<file path="config.mk">
export PLATFORM = sky130hd
export DESIGN_NAME = persist_window_irq
export DESIGN_NICKNAME = d
export VERILOG_FILES = /design/src/rtl/persist_window_irq.sv
export SDC_FILE = /design/constraint.sdc
export NUM_CORES = 1
export LEC_CHECK = 0
export ABC_AREA = 1
export BUFFER_PORTS_ARGS = -buffer_cell sky130_fd_sc_hd__buf_2
export CAP_MARGIN = 10
export CORE_AREA = 5 5 52 54
export DETAILED_ROUTE_END_ITERATION = 8
export DIE_AREA = 0 0 57 59
export GPL_TIMING_DRIVEN = 1
export PLACE_DENSITY = 0.8
export SLEW_MARGIN = 20
export SYNTH_ARGS = -nofsm -noshare
export SYNTH_HDL_FRONTEND = slang
export SYNTH_SLANG_ARGS = --single-unit
</file>
<file path="constraint.sdc">
create_clock -name clk -period 2.6 [get_ports clk]
set_clock_uncertainty 0.05 [all_clocks]
set_input_delay 0.52 -clock clk [delete_from_list [all_inputs] [get_ports clk]]
set_output_delay 0.52 -clock clk [all_outputs]
set_load 0.005 [all_outputs]
</file>
<file path="src/rtl/persist_window_irq.sv">
module persist_window_irq #(
  parameter int DATA_W = 16,
  parameter int THR_W  = 8
) (
  input  logic              clk,
  input  logic              rst_n,
  input  logic [DATA_W-1:0] res_data,
  input  logic              res_valid,
  input  logic [THR_W-1:0]  thr_hi,
  input  logic [THR_W-1:0]  thr_lo,
  input  logic [1:0]        persist_code,
  input  logic              clr_strobe,
  input  logic              flag_wr0,
  output logic              flag,
  output logic              irq_pull
);
  localparam int LOW_W  = DATA_W - THR_W;
  localparam int RUN_MAX = 16;
  localparam int RUN_W  = $clog2(RUN_MAX + 1);
  localparam logic [RUN_W-1:0] RUN_TOP = RUN_W'(RUN_MAX);

  logic [RUN_W-1:0] run_q;
  logic [RUN_W-1:0] run_base, run_inc, run_need, run_d;
  logic             outside, clear, fire, flag_q;

  assign outside  = (res_data > {thr_hi, {LOW_W{1'b0}}}) ||
                    (res_data < {thr_lo, {LOW_W{1'b0}}});
  assign clear    = clr_strobe | flag_wr0;
  assign run_base = clear ? '0 : run_q;
  assign run_inc  = (run_base == RUN_TOP) ? RUN_TOP : run_base + 1'b1;

  always_comb begin
    case (persist_code)
      2'd0:    run_need = RUN_W'(1);
      2'd1:    run_need = RUN_W'(4);
      2'd2:    run_need = RUN_W'(8);
      default: run_need = RUN_W'(16);
    endcase
  end

  assign run_d = !res_valid ? run_base : (outside ? run_inc : '0);
  assign fire  = res_valid && outside && (run_inc >= run_need);

  always_ff @(posedge clk or negedge rst_n) begin
    if (!rst_n) begin
      run_q  <= '0;
      flag_q <= 1'b0;
    end else begin
      run_q  <= run_d;
      flag_q <= fire | (flag_q & ~clear);
    end
  end

  assign flag     = flag_q;
  assign irq_pull = flag_q;

  assert_run_sat_R2: assert property (@(posedge clk) disable iff (!rst_n)
    run_q <= RUN_TOP);
  assert_inwin_reset_R3: assert property (@(posedge clk) disable iff (!rst_n)
    (res_valid && !outside) |=> (run_q == '0));
  assert_idle_hold_R3: assert property (@(posedge clk) disable iff (!rst_n)
    (!res_valid && !clear) |=> $stable(run_q));
  assert_rise_on_strobe_R4: assert property (@(posedge clk) disable iff (!rst_n)
    $rose(flag) |-> $past(res_valid));
  assert_sticky_R5: assert property (@(posedge clk) disable iff (!rst_n)
    (flag && !clr_strobe && !flag_wr0) |=> flag);
  assert_clear_R6: assert property (@(posedge clk) disable iff (!rst_n)
    ((clr_strobe || flag_wr0) && !res_valid) |=> (!flag && run_q == '0));
endmodule

</file>
==> results.txt, run 1 <==
The die height came out at 59 um. The slew at the pin closest to its max-slew limit is 0.217 ns. The kind of critical path is in2reg. Setup repair after global routing left no endpoint under its margin. The worst-case clock buffer depth is 2. In the routed design, unresolved DRC markers number 0. The multiplexer share of the synthesized area came out at 0. After global routing the overflow that remains totals 0. The number of H-tree branching levels is 1. The nature of the critical path startpoint is a primary input. The top-level I/O count came out at 41.

The worst register-to-register path has a depth of 14. The synthesized-area fraction occupied by ao, oa, aoi and oai cells is 0.0674. The number of global-route vias before repair came to 993. The cell count after synthesis came out at ~150.

The design draws around 0.32 mW. The synthesized area per cell is 6.31 um^2. The number of nets in the final layout came out at about 260. The worst-skew pair later-pin latency is ~0.26 ns. The post-cts resize count is 0. The via-per-instance ratio came out at between 4 and 5. The tree built by TritonCTS fans out to 6 sinks. The area fraction of the dominant cell type after synthesis is 0.259.

The max-slew headroom at the worst pin is 0.855. TritonCTS built the clock tree. The fmax came out at between 0.4 and 0.5 GHz. Across all hold checks on the routed design, the worst slack comes to 0.0228 ns. The first global-routing pass estimated approximately 3700 um of wire.

The worst setup path is captured at a register. The share of cells above drive strength 1 came out at 0.256. The maximum fanout along the worst path came out at 3. Of the synthesized area, sequential elements account for 0.156. The placeable core region came out at 0.00217 mm^2. The library cell used most frequently in the layout, excluding fill and tap cells, is sky130_fd_sc_hd__nand2_1. The remaining antenna violation count after routing came out at 0. The final standard cell utilization of the core is 0.560.

The post-synthesis xor/xnor area fraction came out at 0.00908. The diode insertion count for antenna repair came out at 0. The adder-cell share of the synthesized area came out at 0.259. Leaving out fill and tap cells, the most frequent cells in the layout are sky130_fd_sc_hd__nand2_1 (47), sky130_fd_sc_hd__buf_2 (40), sky130_fd_sc_hd__inv_1 (35), sky130_fd_sc_hd__ha_1 (20), sky130_fd_sc_hd__nor2_1 (12). Across the VDD grid, the largest voltage drop is roughly 0.00016 V. The critical path arrival came out at around 2.1 ns.

The routed layout has ~1,000 vias. By area, the combinational part of the netlist is dominated by simple AND/OR/NAND/NOR gates. The number of distinct library cell variants in the gate-level netlist after synthesis is 22.

The clock transition at the registers of the reported paths came out at ~0.050 ns. sky130_fd_sc_hd__ha_1 takes more of the synthesized area than any other cell. The final-report setup violation count came out at 0. The tree is rooted in a sky130_fd_sc_hd__clkbuf_4. The pin count of the biggest net entering global routing is 8. The number of CTS-inserted buffers came out at 3. Compared with the post-synthesis result, the final layout area differs by 25.9%. In this run the power density over the cells is approximately 270 mW/mm^2. The initial utilization of the core area, before any placement, comes to 0.445.

The count of hold-fix buffers inserted at cts came out at 0. The die span in x is approximately 57 um. The number of synthesized register bits is 6. Input and output buffers added on the ports amount to 40.

The net count after synthesis is approximately 210. The first TritonRoute pass finished after 4 iterations. In the final timing run, aggregate negative setup slack is 0 ns. The final-report max-slew violation count is 0. In this run the worst hold path is classified as in2async. The number of antenna violations at the first check in global routing came out at 0. The cell area that synthesis handed to floorplanning was just under 0.001 mm^2.

The overall routing resource usage came out at 0.134. The endpoint identified for the worst register-to-register timing path is flag. The share of synthesized cell area in and, or, nand and nor gates is 0.359. By area the synthesized netlist is led by sky130_fd_sc_hd__ha_1 (26%), sky130_fd_sc_hd__nand2_1 (18%), sky130_fd_sc_hd__dfrtp_1 (16%), sky130_fd_sc_hd__inv_1 (14%), sky130_fd_sc_hd__nand3_1 (5.7%). The total number of yosys warnings came out at 0. The total count of hold-check failures in the final report came out at 0.

After legalization and detailed placement, the total HPWL measured approximately 1900 um. Routability-driven placement finished with a final weighted congestion of ~0.77. The smallest clock period supported by the final layout is computed as 2.01 ns. The leakage power came out at ~0.8 nW. The first-iteration detailed-routing DRC count is 14. Timing analysis after detailed placement gives a worst setup slack of 0.331 ns. The wire length reported by the detailed router is about 2100 um.

The origin of the critical flop-to-flop path is run_q[0]. Max-cap violations in this run came to 0. For flop-to-flop paths, the worst setup slack is between 0.6 and 0.7 ns. The routed wire length per instance is around 9.2 um. The final critical-path setup slack came out at 0.589 ns. The run finished with clean final reports. Dividing the final minimum period by the clock period gives 0.774. The die covers roughly 0.0034 mm^2. The post-CTS setup buffer count is 0.

The fill cell instance count of the final layout is around 230. The row count came out at 17. The critical path data required time is 2.70 ns.
## critical path: stages
cell and delay (ns):
sky130_fd_sc_hd__buf_2 0.12, sky130_fd_sc_hd__inv_1 0.05, sky130_fd_sc_hd__nand2_1 0.06, sky130_fd_sc_hd__nor2_1 0.13, sky130_fd_sc_hd__inv_1 0.08, sky130_fd_sc_hd__ha_1 0.18, sky130_fd_sc_hd__nand3_1 0.09, sky130_fd_sc_hd__nand2_1 0.07
sky130_fd_sc_hd__a21oi_2 0.13, sky130_fd_sc_hd__ha_1 0.27, sky130_fd_sc_hd__nand2_1 0.08, sky130_fd_sc_hd__inv_1 0.04, sky130_fd_sc_hd__nand4_1 0.06, sky130_fd_sc_hd__o2111ai_1 0.11, sky130_fd_sc_hd__nand3_1 0.09, sky130_fd_sc_hd__nand2_1 0.05
## state kept, by name (all words and copies together), names as in the netlist
register,flops
run_q,5
flag,1
## synthesized netlist by cell type (all sizes together)
cell / n
dfrtp: 6
clkinv: 1
inv: 35
a21o: 1
o21ai: 2
nand4: 2
nand2: 48
nand3: 12
ha: 20
nor2: 14
or2: 1
a21oi: 7
nor3: 1
o2111ai: 1
xor2: 1
buf: 1
## worst max-delay path by stage
stage / start / end / slack, ns / depth (start not counted)
CTS: clr_strobe / flag / 0.60 / 16
global placement: flag_wr0 / flag / 0.38 / 12
finish: clr_strobe / flag / 0.59 / 16
detailed placement: clr_strobe / flag / 0.33 / 16
global route: clr_strobe / flag / 0.43 / 16
floorplan: clr_strobe / flag / 0.59 / 15
## routing by layer
metal  GRT usage  routed length (um)
met5           0                   0
met4      0.0497                  22
met3      0.0283                 165
met2       0.250                 978
met1       0.148                 893
## through the flow
stage	instances	area [um^2]
after CTS	223	1210
after floorplan	153	965
after global routing	223	1210
after detailed placement	220	1190
after global placement	220	1190
final	223	1210
## layout make-up
cell class | instances | area, um^2 | share of cell area
timing repair buffer | 40 | 200 | 0.165
sequential | 6 | 150 | 0.124
multi-input combinational | 110 | 671 | 0.552
tap | 28 | 35.0 | 0.0288
clock buffer | 3 | 22.5 | 0.0185
inverter | 36 | 136 | 0.112
## cells by family (layout without fill, tap and decap cells)
logic type	after synthesis	after routing
simple gates	78	78
fa+ha+maj	20	20
buf+inv	37	79
xor+xnor	1	1
compound gates	11	11
flops	6	6
## power by group
part           leakage (nW)  switching [mW]  internal, mW
logic                 0.698          0.0665        0.0597
clock network        0.0138          0.0407        0.0527
registers            0.0810         0.00471        0.0985
Power figures use the tool's default switching activity.
==> run 2: changes to the inputs <==
Clock period 2.6 ns to 2 ns, I/O delays scaled along.
==> run 2 against run 1 <==
Effect of this change: register-to-register slack worse by 0.47 ns; final area up 8.1%; sequential cell count unchanged; non-clock buffer count up 8; sequential share of layout area down 0.93 points; sequential power up 28%; global-route usage down 0.59 points; die area unchanged; count of clock-buffer cells in the layout unchanged; largest power group unchanged; highest routed layer unchanged.
==> results.txt, run 2 (same netlist as run 1, synthesis figures left out) <==
The flow ran to the end, and the final reports show no timing, DRC or antenna violations. The max-capacitance violation count is 0 (unchanged). The die outline area came out at 0.00336 mm^2 (unchanged). The root buffer selected by CTS is sky130_fd_sc_hd__clkbuf_4. The global-route wire length before repair is 3530 um (-4.5%). The slew at the pin closest to its max-slew limit is 0.226 ns (+0.00919 ns). The placeable core region is 0.00217 mm^2 (unchanged).

The worst setup path is captured at a register. The clock transition at the registers of the reported paths came out at 0.04 ns (about the same). The number of flip-flops in the largest register came out at 5 (unchanged). The number of antenna violations at the first check in global routing is 0 (unchanged).

The top-level I/O count came to 41 (unchanged). The initial core utilization is 0.445 (unchanged). The via-per-instance ratio is 4.44 (-3.2%). The standard cell area after detailed placement came out at 0.00122 mm^2 (+2.5%). The number of nets in the final layout came out at 264 (+3.1%). The largest voltage drop on the vdd net was 0.000373 V (+140%). The worst-skew pair later-pin latency came out at 0.24 ns (-0.02 ns). The final cycle utilization of the critical path is 0.938. The maximum fanout along the worst path was 3 (unchanged). The critical path data required time came out at 2.08 ns (-0.62 ns).

The wire length reported by the detailed router is 2220 um (+8.0%). The final weighted congestion in routability-driven placement came out at 0.834 (+8.1%). The final-report setup violation count came out at 0 (unchanged). The library cell used most frequently in the layout, excluding fill and tap cells, is sky130_fd_sc_hd__nand2_1. The final-report max-slew violation count came out at 0 (unchanged). The CTS tree is yes.

The die height is 59 um (unchanged). The largest register by flop count is run_q. The remaining antenna violation count after routing was 0 (unchanged). The critical path arrival came out at 1.96 ns (-0.15 ns).

The leakage power is 0.838 nW (+5.6%). The routed wire length per instance was 9.63 um (+4.3%). The diode insertion count for antenna repair came out at 0 (unchanged). The half-perimeter wire length after placement is 1940 um (+2.0%). The residual overflow from global routing is 0 (unchanged). The number of CTS-inserted buffers came out at 3 (unchanged).

The max-slew headroom at the worst pin is 0.848 (-0.00723). The count of buffers inserted at the top-level ports came out at 40 (unchanged). The minimum clock period is 1.88 ns. The share of cells above drive strength 1 was 0.315 (+0.0589). The final standard cell utilization of the core came out at 0.606 (+0.0456). The critical path is of the in2reg type. The length of the first detailed-routing pass in iterations was 4 (unchanged). The number of global-route vias before repair came out at 942 (-5.1%). The number of H-tree branching levels is 1 (unchanged).

The ratio of total power to cell area is 327 mW/mm^2 (+23%). The worst setup path is launched from a primary input. The overall routing resource usage is 0.128 (-0.00585).

The row count came out at 17 (unchanged). The area growth from synthesis to layout came out at 36.2%. The pin count of the biggest net entering global routing came out at 8 (unchanged). The worst hold path belongs to the class in2reg. The die span in x came to 57 um (unchanged). The final routed DRC violation total came out at 0 (unchanged). The routed via count came to 1,026 (+0.29%). The post-route cell area is 0.00131 mm^2 (+8.1%). The first-iteration detailed-routing DRC count is 24 (+10). The total count of hold-check failures in the final report is 0 (unchanged). The accumulated negative setup slack came out at 0 ns (unchanged).

The number of clock sinks came out at 6 (unchanged). The fmax is roughly 0.53 GHz. Leaving out fill and tap cells, the most frequent cells in the layout are sky130_fd_sc_hd__nand2_1 (47), sky130_fd_sc_hd__buf_2 (40), sky130_fd_sc_hd__inv_1 (34), sky130_fd_sc_hd__ha_1 (18), sky130_fd_sc_hd__nor2_1 (11). The worst-case clock buffer depth came out at 2 (unchanged).
run 2: layout make-up:
class	count	area, um^2
clock buffer	3	22.5
fill	212	856
inverter	36	136
multi-input combinational	110	707
sequential	6	150
tap	28	35.0
timing repair buffer	48	263
run 2: per-layer routing:
metal  global-route usage  vias up  routed length, um
met5                    0        -                  0
met4               0.0265        0                 21
met3               0.0414        2                163
met2                0.223       27               1070
met1                0.154      423                969
li1                     -      574                  -
run 2: final timing paths:
path	cells after the start	from	end	slack, ns
worst max-delay path	14	clr_strobe	flag	0.12
worst min-delay path	3	res_valid	flag	0.43
worst max register to register	13	run_q[0]	flag	0.15
worst min register to register	2	flag	flag	0.45
max in group asynchronous	2	rst_n	run_q[2]	1.30
min in group asynchronous	2	rst_n	run_q[0]	0.46
run 2: critical path: stages:
cell	delay (ns)
sky130_fd_sc_hd__buf_2	0.12
sky130_fd_sc_hd__inv_1	0.05
sky130_fd_sc_hd__nand2_1	0.07
sky130_fd_sc_hd__nor2_2	0.14
sky130_fd_sc_hd__inv_2	0.05
sky130_fd_sc_hd__ha_2	0.17
sky130_fd_sc_hd__nand3_2	0.07
sky130_fd_sc_hd__nand2_1	0.06
sky130_fd_sc_hd__a21oi_2	0.13
sky130_fd_sc_hd__ha_1	0.27
sky130_fd_sc_hd__a21oi_1	0.18
sky130_fd_sc_hd__o2111ai_2	0.12
sky130_fd_sc_hd__nand3_1	0.09
sky130_fd_sc_hd__nand2_1	0.05
run 2: timing repair:
| action | 4_1_cts | 5_1_grt |
|---|---|---|
| hold buffers | 1 | 0 |
| resized for setup | 0 | 7 |
| setup endpoints to repair | 0 | 1 |
| endpoints found under the hold margin | 6 | 0 |
| buffers inserted | 0 | 3 |
run 2: power by group:
group / switching [mW] / internal [mW]
sequential: 0.00384 / 0.128
clock: 0.0419 / 0.0677
combinational: 0.0956 / 0.0918
run 2: metrics by stage:
stage	setup WS (ns)	hold WS (ns)	power, mW	cells
after CTS	0.0582	0.414	0.425	228
after global placement	-0.0836	0.176	0.306	224
after global routing	-0.0154	0.423	0.478	231
after floorplan	0.115	0.0544	0.236	153
final	0.123	0.427	0.429	231
after detailed placement	-0.185	0.176	0.310	224
